[config.mk]
export PLATFORM = sky130hd
export DESIGN_NAME = axi_beat_counter
export DESIGN_NICKNAME = d
export VERILOG_FILES = /design/src/rtl/axi_beat_pkg.sv /design/src/rtl/beat_detect.sv /design/src/rtl/beat_tally.sv /design/src/rtl/byte_scale.sv /design/src/rtl/axi_beat_counter.sv
export SDC_FILE = /design/constraint.sdc
export NUM_CORES = 1
export LEC_CHECK = 0
export BUFFER_PORTS_ARGS = -buffer_cell sky130_fd_sc_hd__buf_2
export CORE_ASPECT_RATIO = 0.7
export CORE_MARGIN = 2
export CORE_UTILIZATION = 45
export DETAILED_ROUTE_END_ITERATION = 16
export PLACE_DENSITY = 0.7
export SYNTH_ARGS = -nofsm -noshare
export SYNTH_HDL_FRONTEND = slang
export SYNTH_HIERARCHICAL = 1
export SYNTH_SLANG_ARGS = --single-unit
export TNS_END_PERCENT = 10
[constraint.sdc]
create_clock -name clk -period 2.2 [get_ports clk]
set_clock_uncertainty 0.05 [all_clocks]
set_input_delay 0 -clock clk [delete_from_list [all_inputs] [get_ports clk]]
set_output_delay 0 -clock clk [all_outputs]
set_load 0.01 [all_outputs]
[src/rtl/axi_beat_pkg.sv]
package axi_beat_pkg;
  // index of each monitored data channel
  localparam int unsigned CH_RD = 0;
  localparam int unsigned CH_WR = 1;
  localparam int unsigned NUM_CH = 2;

  // bytes carried by one beat of a 128-bit data bus
  localparam int unsigned BUS_BITS = 128;
  localparam int unsigned BEAT_BYTES = BUS_BITS / 8;
endpackage

[src/rtl/beat_detect.sv]
module beat_detect (
  input  logic vld,
  input  logic rdy,
  input  logic win,
  output logic beat
);
  // a beat is one completed handshake inside an open window
  always_comb begin
    beat = vld & rdy & win;
  end
endmodule

[src/rtl/beat_tally.sv]
module beat_tally #(
  parameter int unsigned CNT_W = 32
) (
  input  logic             clk,
  input  logic             rst_n,
  input  logic             beat,
  input  logic             capture,
  output logic [CNT_W-1:0] result
);
  localparam logic [CNT_W-1:0] ALL_ONES = {CNT_W{1'b1}};

  logic [CNT_W-1:0] run_q;
  logic [CNT_W-1:0] run_next;

  // saturating increment
  always_comb begin
    run_next = run_q;
    if (beat && (run_q != ALL_ONES)) run_next = run_q + 1'b1;
  end

  always_ff @(posedge clk) begin
    if (!rst_n) begin
      run_q  <= '0;
      result <= '0;
    end else if (capture) begin
      result <= run_next;
      run_q  <= '0;
    end else begin
      run_q  <= run_next;
    end
  end

  a_r5_restart: assert property (@(posedge clk) disable iff (!rst_n)
    capture |=> (run_q == '0));

  a_r6_hold: assert property (@(posedge clk) disable iff (!rst_n)
    !capture |=> $stable(result));

  a_r7_no_wrap: assert property (@(posedge clk) disable iff (!rst_n)
    ((run_q == ALL_ONES) && !capture) |=> (run_q == ALL_ONES));

  a_r4_idle: assert property (@(posedge clk) disable iff (!rst_n)
    (!beat && !capture) |=> $stable(run_q));
endmodule

[src/rtl/byte_scale.sv]
module byte_scale #(
  parameter int unsigned IN_W  = 32,
  parameter int unsigned SHIFT = 4
) (
  input  logic [IN_W-1:0]       beats,
  output logic [IN_W+SHIFT-1:0] bytes
);
  always_comb begin
    bytes = {beats, {SHIFT{1'b0}}};
  end
endmodule

[src/rtl/axi_beat_counter.sv]
module axi_beat_counter
  import axi_beat_pkg::*;
#(
  parameter int unsigned CNT_W = 32,
  localparam int unsigned SHIFT = $clog2(BEAT_BYTES),
  localparam int unsigned BYTE_W = CNT_W + SHIFT
) (
  input  logic              clk,
  input  logic              rst_n,
  input  logic              win_active,
  input  logic              capture,
  input  logic              rd_valid,
  input  logic              rd_ready,
  input  logic              wr_valid,
  input  logic              wr_ready,
  output logic [CNT_W-1:0]  rd_beats,
  output logic [CNT_W-1:0]  wr_beats,
  output logic [BYTE_W-1:0] rd_bytes,
  output logic [BYTE_W-1:0] wr_bytes
);
  logic [NUM_CH-1:0]  ch_vld;
  logic [NUM_CH-1:0]  ch_rdy;
  logic [NUM_CH-1:0]  ch_beat;
  logic [CNT_W-1:0]   ch_res  [NUM_CH];
  logic [BYTE_W-1:0]  ch_byte [NUM_CH];

  always_comb begin
    ch_vld[CH_RD] = rd_valid;
    ch_rdy[CH_RD] = rd_ready;
    ch_vld[CH_WR] = wr_valid;
    ch_rdy[CH_WR] = wr_ready;
  end

  for (genvar c = 0; c < NUM_CH; c++) begin : g_ch
    beat_detect u_det (
      .vld  (ch_vld[c]),
      .rdy  (ch_rdy[c]),
      .win  (win_active),
      .beat (ch_beat[c])
    );

    beat_tally #(.CNT_W(CNT_W)) u_tally (
      .clk     (clk),
      .rst_n   (rst_n),
      .beat    (ch_beat[c]),
      .capture (capture),
      .result  (ch_res[c])
    );

    byte_scale #(.IN_W(CNT_W), .SHIFT(SHIFT)) u_scale (
      .beats (ch_res[c]),
      .bytes (ch_byte[c])
    );
  end

  assign rd_beats = ch_res[CH_RD];
  assign wr_beats = ch_res[CH_WR];
  assign rd_bytes = ch_byte[CH_RD];
  assign wr_bytes = ch_byte[CH_WR];

  a_r4_closed_window: assert property (@(posedge clk) disable iff (!rst_n)
    (!win_active && !capture) |=> ($stable(rd_beats) && $stable(wr_beats)));

  a_r1_reset_clear: assert property (@(posedge clk)
    !rst_n |=> (rd_beats == '0 && wr_beats == '0));
endmodule

==> flow_metrics.env, run 1 <==
export IMPL_seq_area_um2=2590
export IMPL_grt_ovfl_total=0
export IMPL_io_pin_count=144
export IMPL_fin_crit_sh_pct=102
export IMPL_yosys_area_top_type_share_pct=43.4
export IMPL_clkPwrFrac_pct=50.0
export IMPL_p_leak_nw=2.93
export IMPL_path_clk_slew_ns=0.06
export IMPL_async_flop_share_pct=0
export IMPL_multi_input_area_um2=2830
export IMPL_post_route_min_period_ns=2.24
export IMPL_grt_usage_pct=22.2
export IMPL_r2r_end="g_ch[0].u_tally/run_q[30]$_SDFF_PP0_"
export IMPL_antennaDiodeCount=0
export IMPL_ys_top_cells_by_count="128 x dfxtp_1, 80 x o21ai_0, 72 x buf_4"
export IMPL_worst_slack_ns=-0.0354
export IMPL_wl_per_cell_um=16.3
export IMPL_crit_top_cell="or4_4"
export IMPL_switching_share_pct=23.5
export IMPL_drive_gt1_share_pct=34.4
export IMPL_yosys_most_used_dff="dfxtp_1"
export IMPL_critPathRequiredTime_ns=2.49
export IMPL_dieArea_um2=14100
export IMPL_drtPass1Iterations=5
export IMPL_vdd_drop_max_mv=0.555
export IMPL_antenna_left=0
export IMPL_whs_path_depth=3
export IMPL_cp_cell_sequence="nand4_4 > or4_4 > or4_4 > or3_4 > a21oi_1"
export IMPL_rr_worst_depth=5
export IMPL_place_gp_congestion=0.966
export IMPL_p_seq_share_pct=44.0
export IMPL_num_rows=34
export IMPL_coreArea_um2=12600
export IMPL_tightest_slew_ns=0.789
export IMPL_cts_buffer_depth=2
export IMPL_cp_startpoint="g_ch[0].u_tally/run_q[16]$_SDFF_PP0_"
export IMPL_crit_arrival_ns=2.53
export IMPL_hpwlAfterDp_mm=11.1
export IMPL_intPower_mw=4.18
export IMPL_power_density_nw_per_um2=735
export IMPL_critPathCapture="g_ch[0].u_tally/run_q[30]$_SDFF_PP0_"
export IMPL_combPwrFrac_pct=6.0
export IMPL_postSynthCellCount=690
export IMPL_worstSkewPairLatency_ns=0.41
export IMPL_rrSetupSlack_ns=-0.04
export IMPL_hold_class="in2reg"
export IMPL_die_w_um=141
export IMPL_fillers=1122
export IMPL_area_growth_pct=26.0
export IMPL_slowest_stage="or4_4"
export IMPL_syn_avg_cell_area_um2=8.55
export IMPL_max_stage_delay_ns=0.58
export IMPL_p_total_mw=5.46
export IMPL_clock_sinks=128
export IMPL_max_freq_ghz=0.447
export IMPL_start_util_pct=46.9
export IMPL_grt_pass1_wl_mm=25.0
export IMPL_yosysTopAreaCell="dfxtp_1"
export IMPL_synth_edf_count=0
export IMPL_utilization_pct=59.1
export IMPL_drt_wl_total_mm=16.0
export IMPL_cts_tree="done"
export IMPL_cp_max_fo=7
export IMPL_seq_area_frac_synth_pct=43.4
export IMPL_grt_max_degree=75
export IMPL_worst_setup_path_end_kind="flip-flop"
export IMPL_vias=5547
export IMPL_crit_type="reg2reg"
export IMPL_cts_buffers_inserted=17
export IMPL_root_buffer="clkbuf_16"
export IMPL_ys_ff_latch=128
export IMPL_violations="setup timing"
export IMPL_finalSetupViolCount=5
export IMPL_drt_iter0_drc=436
export IMPL_status="complete, but fails checks"
export IMPL_yosysWarnings=6
export IMPL_die_y_um=99.8
export IMPL_syn_cell_area_um2=5900
export IMPL_h_tree_depth=4
export IMPL_synthDistinctLibCells=38
export IMPL_remaining_drc_errors=0
export IMPL_rsz0062_at_grt="true"
export IMPL_antenna_found_initial=0
export IMPL_port_buffers=135
export IMPL_vias_per_cell=5.63
export IMPL_yosys_top_cells_area="dfxtp_1 43%, buf_4 9.2%, o21ai_0 6.8%"
export IMPL_nets=820
export IMPL_synth_most_common_cell="dfxtp_1"
export IMPL_finalHoldViolations=0
export IMPL_drv_slew=0
export IMPL_power_switching_mw=1.28
export IMPL_first_global_vias=4883
export IMPL_cp_start_kind="flip-flop"
export IMPL_slew_headroom_pct=46.9
export IMPL_drv_cap=0
export IMPL_r2r_start="g_ch[0].u_tally/run_q[16]$_SDFF_PP0_"
placed cells by master (no fill, tap or decap), drive strengths merged, types with 8 or more instances in the layout:
| master | n |
|---|---|
| clkbuf | 18 |
| a2111oi | 8 |
| nand3 | 28 |
| and4 | 12 |
| conb | 8 |
| nor4 | 8 |
| or3 | 26 |
| xor2 | 8 |
| dfxtp | 128 |
| buf | 200 |
| and3 | 10 |
| or4 | 8 |
| a31oi | 22 |
| a311oi | 12 |
| o21ai | 80 |
| a21oi | 58 |
| nor2 | 50 |
| inv | 9 |
| nand2 | 32 |
| xnor2 | 30 |
| nand4 | 18 |
routing by layer:
layer	vias to the layer above	GRT usage, %	part of all wire (%)
met4	0	7.69	1.8
met5	-	0	0
met3	22	4.29	6.6
li1	2682	-	-
met2	218	33.3	43
met1	2625	32.1	48
state kept, by name, indices dropped and copies added, names as in the netlist:
signal	flops
g_ch.u_tally/result	64
g_ch.u_tally/run_q	64
power by group through the flow:
| stage | Sequential [mW] | Clock [mW] | Combinational (mW) |
|---|---|---|---|
| after floorplan | 2.48 | 0 | 0.227 |
| after global placement | 2.45 | 0 | 0.323 |
| after detailed placement | 2.46 | 0 | 0.325 |
| after CTS | 2.41 | 2.78 | 0.328 |
| after global routing | 2.41 | 2.91 | 0.360 |
| final | 2.40 | 2.73 | 0.329 |
cell type report:
| class | instances | share of cell area [%] |
|---|---|---|
| clock buffer | 18 | 5.91 |
| clock inverter | 14 | 1.90 |
| inverter | 8 | 0.404 |
| multi-input combinational | 454 | 38.0 |
| sequential | 128 | 34.9 |
| tap | 162 | 2.73 |
| timing repair buffer | 201 | 16.2 |
how the worst min path moves through the flow:
stage / start / end
after detailed placement: capture / g_ch[1].u_tally/result[1]$_SDFFE_PN0P_
after global placement: capture / g_ch[1].u_tally/result[0]$_SDFFE_PN0P_
final: rst_n / g_ch[1].u_tally/result[9]$_SDFFE_PN0P_
after CTS: rst_n / g_ch[1].u_tally/result[9]$_SDFFE_PN0P_
after global routing: rst_n / g_ch[1].u_tally/result[9]$_SDFFE_PN0P_
after floorplan: rst_n / g_ch[0].u_tally/run_q[3]$_SDFF_PP0_
worst max-delay path: cells and delay by family (launching register included):
family,cells,cell delay (ns)
simple gates,4,1.60
flops,1,0.37
compound gates,1,0.14
repair_timing:
item / CTS / global route
hold buffers: 1 / 0
hold endpoints to repair: 11 / 0
pin swaps: 2 / 8
resized for setup: 12 / 45
setup buffers: 1 / 1
endpoints found under the setup margin: 26 / 50
logic make-up (layout without fill, tap and decap cells):
group,Yosys count,after routing,share of synthesized area (%)
compound gates,198,198,19.4
xor+xnor,38,38,5.64
fa+ha+maj,2,2,0.424
buf+inv,114,241,11.9
flops,128,128,43.4
mux,2,2,0.339
other cells,2,8,0.127
simple gates,206,206,18.7
per-stage QoR:
stage / hold slack, ns / instance area, um2 / TNS, ns / worst slack (ns) / cells
after floorplan: 0.160 / 5920 / 0 / 0.0608 / 696
after global routing: 0.0669 / 7440 / -1.24 / -0.118 / 985
final: 0.0365 / 7440 / -0.0793 / -0.0354 / 985
after CTS: 0.0353 / 7270 / 0 / 0.00214 / 984
after detailed placement: 0.329 / 6630 / -1.66 / -0.143 / 950
after global placement: 0.316 / 6630 / -0.653 / -0.0888 / 950
(Power assumes the default switching activity.)
==> run 2: changes to the inputs <==
--- a/config.mk
+++ b/config.mk
@@ -6,11 +6,13 @@
 export NUM_CORES = 1
 export LEC_CHECK = 0
 export BUFFER_PORTS_ARGS = -buffer_cell sky130_fd_sc_hd__buf_2
+export CELL_PAD_IN_SITES_DETAIL_PLACEMENT = 1
+export CELL_PAD_IN_SITES_GLOBAL_PLACEMENT = 1
 export CORE_ASPECT_RATIO = 0.7
 export CORE_MARGIN = 2
-export CORE_UTILIZATION = 45
+export CORE_UTILIZATION = 36
 export DETAILED_ROUTE_END_ITERATION = 16
-export PLACE_DENSITY = 0.7
+export PLACE_DENSITY = 0.75
 export SYNTH_ARGS = -nofsm -noshare
 export SYNTH_HDL_FRONTEND = slang
 export SYNTH_HIERARCHICAL = 1
==> run 2 against run 1 <==
- the run now ends clean
- combinational power rose by 1%
- clock-buffer cell count up 5
- register-to-register slack better by 0.05 ns
- sequential cell count did not move
- cell area increased by 1.1%
==> flow_metrics.env, run 2 (synthesized netlist as in run 1, its figures left out) <==
export IMPL_status="finished clean"
export IMPL_antennaDiodeCount=0
export IMPL_fin_crit_sh_pct=99.4
export IMPL_drt_iter0_drc=270
export IMPL_intPower_mw=4.10
export IMPL_remaining_drc_errors=0
export IMPL_cp_max_fo=7
export IMPL_fillers=1946
export IMPL_grt_pass1_wl_mm=29.7
export IMPL_crit_arrival_ns=2.48
export IMPL_worst_setup_path_end_kind="flip-flop"
export IMPL_power_density_nw_per_um2=712
export IMPL_die_y_um=111
export IMPL_drive_gt1_share_pct=35.5
export IMPL_finalSetupViolCount=0
export IMPL_cts_buffers_inserted=17
export IMPL_root_buffer="clkbuf_16"
export IMPL_final_area_um2=7520
export IMPL_area_growth_pct=27.4
export IMPL_rr_worst_depth=5
export IMPL_port_buffers=135
export IMPL_coreArea_um2=16200
export IMPL_final_common_cell="buf_2"
export IMPL_whs_path_depth=3
export IMPL_drtPass1Iterations=5
export IMPL_drv_slew=0
export IMPL_path_clk_slew_ns=0.05
export IMPL_place_gp_congestion=0.908
export IMPL_final_cell_mix="134 x buf_2, 106 x dfxtp_1, 80 x o21ai_0, 77 x buf_4, 57 x a21oi_1"
export IMPL_rrSetupSlack_ns=0.01
export IMPL_crit_type="reg2reg"
export IMPL_clock_sinks=128
export IMPL_num_rows=39
export IMPL_cts_buffer_depth=2
export IMPL_p_leak_nw=2.97
export IMPL_crit_top_cell="or4_4"
export IMPL_grt_max_degree=43
export IMPL_h_tree_depth=4
export IMPL_slowest_stage="or4_4"
export IMPL_top_regs="g_ch.u_tally/result (64), g_ch.u_tally/run_q (64)"
export IMPL_worstSkewPairLatency_ns=0.41
export IMPL_vias_per_cell=5.34
export IMPL_hold_class="in2reg"
export IMPL_slew_headroom_pct=62.5
export IMPL_met2_length_mm=7.76
export IMPL_antenna_left=0
export IMPL_antenna_found_initial=0
export IMPL_cts_tree="done"
export IMPL_crit_buf_inv=0
export IMPL_hpwlAfterDp_mm=13.3
export IMPL_cp_top_family="simple AND/OR/NAND/NOR gates"
export IMPL_tightest_slew_ns=0.557
export IMPL_r2r_end="g_ch[0].u_tally/result[28]$_SDFFE_PN0P_"
export IMPL_die_w_um=157
export IMPL_dpl_cell_area_um2=6780
export IMPL_post_route_min_period_ns=2.19
export IMPL_io_pin_count=144
export IMPL_combPwrFrac_pct=6.2
export IMPL_drt_met1_wl_mm=9.53
export IMPL_top_layer="met4"
export IMPL_nets=833
export IMPL_drt_wl_total_mm=18.4
export IMPL_dp_cells=1026
export IMPL_wl_met3_um=856
export IMPL_start_util_pct=36.4
export IMPL_wl_per_cell_um=17.4
export IMPL_first_global_vias=5636
export IMPL_clkPwrFrac_pct=48.8
export IMPL_grt_ovfl_total=0
export IMPL_max_freq_ghz=0.457
export IMPL_power_switching_mw=1.25
export IMPL_p_seq_share_pct=45.0
export IMPL_max_stage_delay_ns=0.54
export IMPL_grt_usage_pct=21.5
export IMPL_layoutNonFillerInstCount=1058
export IMPL_vias=5655
export IMPL_drv_cap=0
export IMPL_cp_cell_sequence="nand4_1 > or4_4 > or4_4 > or3_1 > a31oi_1"
export IMPL_vdd_drop_max_mv=0.434
export IMPL_switching_share_pct=23.3
export IMPL_min_from="rst_n"
export IMPL_rsz0062_at_grt="true"
export IMPL_hold_end="g_ch[1].u_tally/result[30]$_SDFFE_PN0P_"
export IMPL_critPathRequiredTime_ns=2.49
export IMPL_cp_start_kind="flip-flop"
export IMPL_finalHoldViolations=0
export IMPL_r2r_start="g_ch[0].u_tally/run_q[9]$_SDFF_PP0_"
export IMPL_dieArea_um2=17400
run 2: layout make-up:
cell class | count | area (um2) | area share [%]
timing repair buffer | 214 | 1280 | 17.0
clock buffer | 23 | 478 | 6.36
tap | 225 | 282 | 3.74
inverter | 8 | 30.0 | 0.399
clock inverter | 6 | 60.1 | 0.799
multi-input combinational | 454 | 2790 | 37.1
sequential | 128 | 2600 | 34.6
run 2: per-layer routing:
metal	global-route usage [%]	vias up
met5	0	-
met4	7.39	0
met3	4.03	20
met2	31.5	162
met1	31.6	2770
li1	-	2703
run 2: timing repair:
action	CTS	global route
resized for setup	33	29
setup endpoints to repair	36	59
hold endpoints to repair	11	0
pin swaps	8	1
buffers inserted	1	1
hold buffers	1	0
run 2: worst register-to-register path, delay by kind of cell (launching register included):
family | cells | cell delay (ns)
compound gates | 1 | 0.18
flops | 1 | 0.36
simple gates | 4 | 1.53
run 2: how the worst max path moves through the flow:
stage / to / slack, ns / cells past startpoint / start
2_1_floorplan: g_ch[0].u_tally/result[26]$_SDFFE_PN0P_ / 0.06 / 7 / g_ch[0].u_tally/run_q[0]$_SDFF_PP0_
3_3_place_gp: g_ch[1].u_tally/result[28]$_SDFFE_PN0P_ / -0.13 / 5 / g_ch[1].u_tally/run_q[9]$_SDFF_PP0_
3_5_place_dp: g_ch[1].u_tally/run_q[30]$_SDFF_PP0_ / -0.20 / 5 / g_ch[1].u_tally/run_q[9]$_SDFF_PP0_
4_1_cts: g_ch[1].u_tally/result[28]$_SDFFE_PN0P_ / 0.002 / 5 / g_ch[1].u_tally/run_q[15]$_SDFF_PP0_
5_1_grt: g_ch[0].u_tally/result[31]$_SDFFE_PN0P_ / -0.09 / 5 / g_ch[0].u_tally/run_q[2]$_SDFF_PP0_
6_report: g_ch[0].u_tally/result[28]$_SDFFE_PN0P_ / 0.01 / 5 / g_ch[0].u_tally/run_q[9]$_SDFF_PP0_
run 2: metrics by stage:
stage	utilization, %	TNS [ns]	total power, mW	setup slack, ns	hold WS (ns)
6_report	46.4	0	5.35	0.0131	0.0582
3_3_place_gp	41.9	-1.09	2.78	-0.127	0.372
5_1_grt	46.4	-0.708	5.56	-0.0857	0.0764
3_5_place_dp	41.9	-2.73	2.79	-0.196	0.375
2_1_floorplan	-	0	2.71	0.0608	0.160
4_1_cts	45.8	0	5.41	0.00186	0.0334
run 2: power by group through the flow:
stage	clock network, mW	registers, mW	logic (mW)
floorplan	0	2.48	0.227
global placement	0	2.46	0.323
detailed placement	0	2.46	0.329
CTS	2.67	2.41	0.332
global route	2.78	2.41	0.366
finish	2.61	2.41	0.333
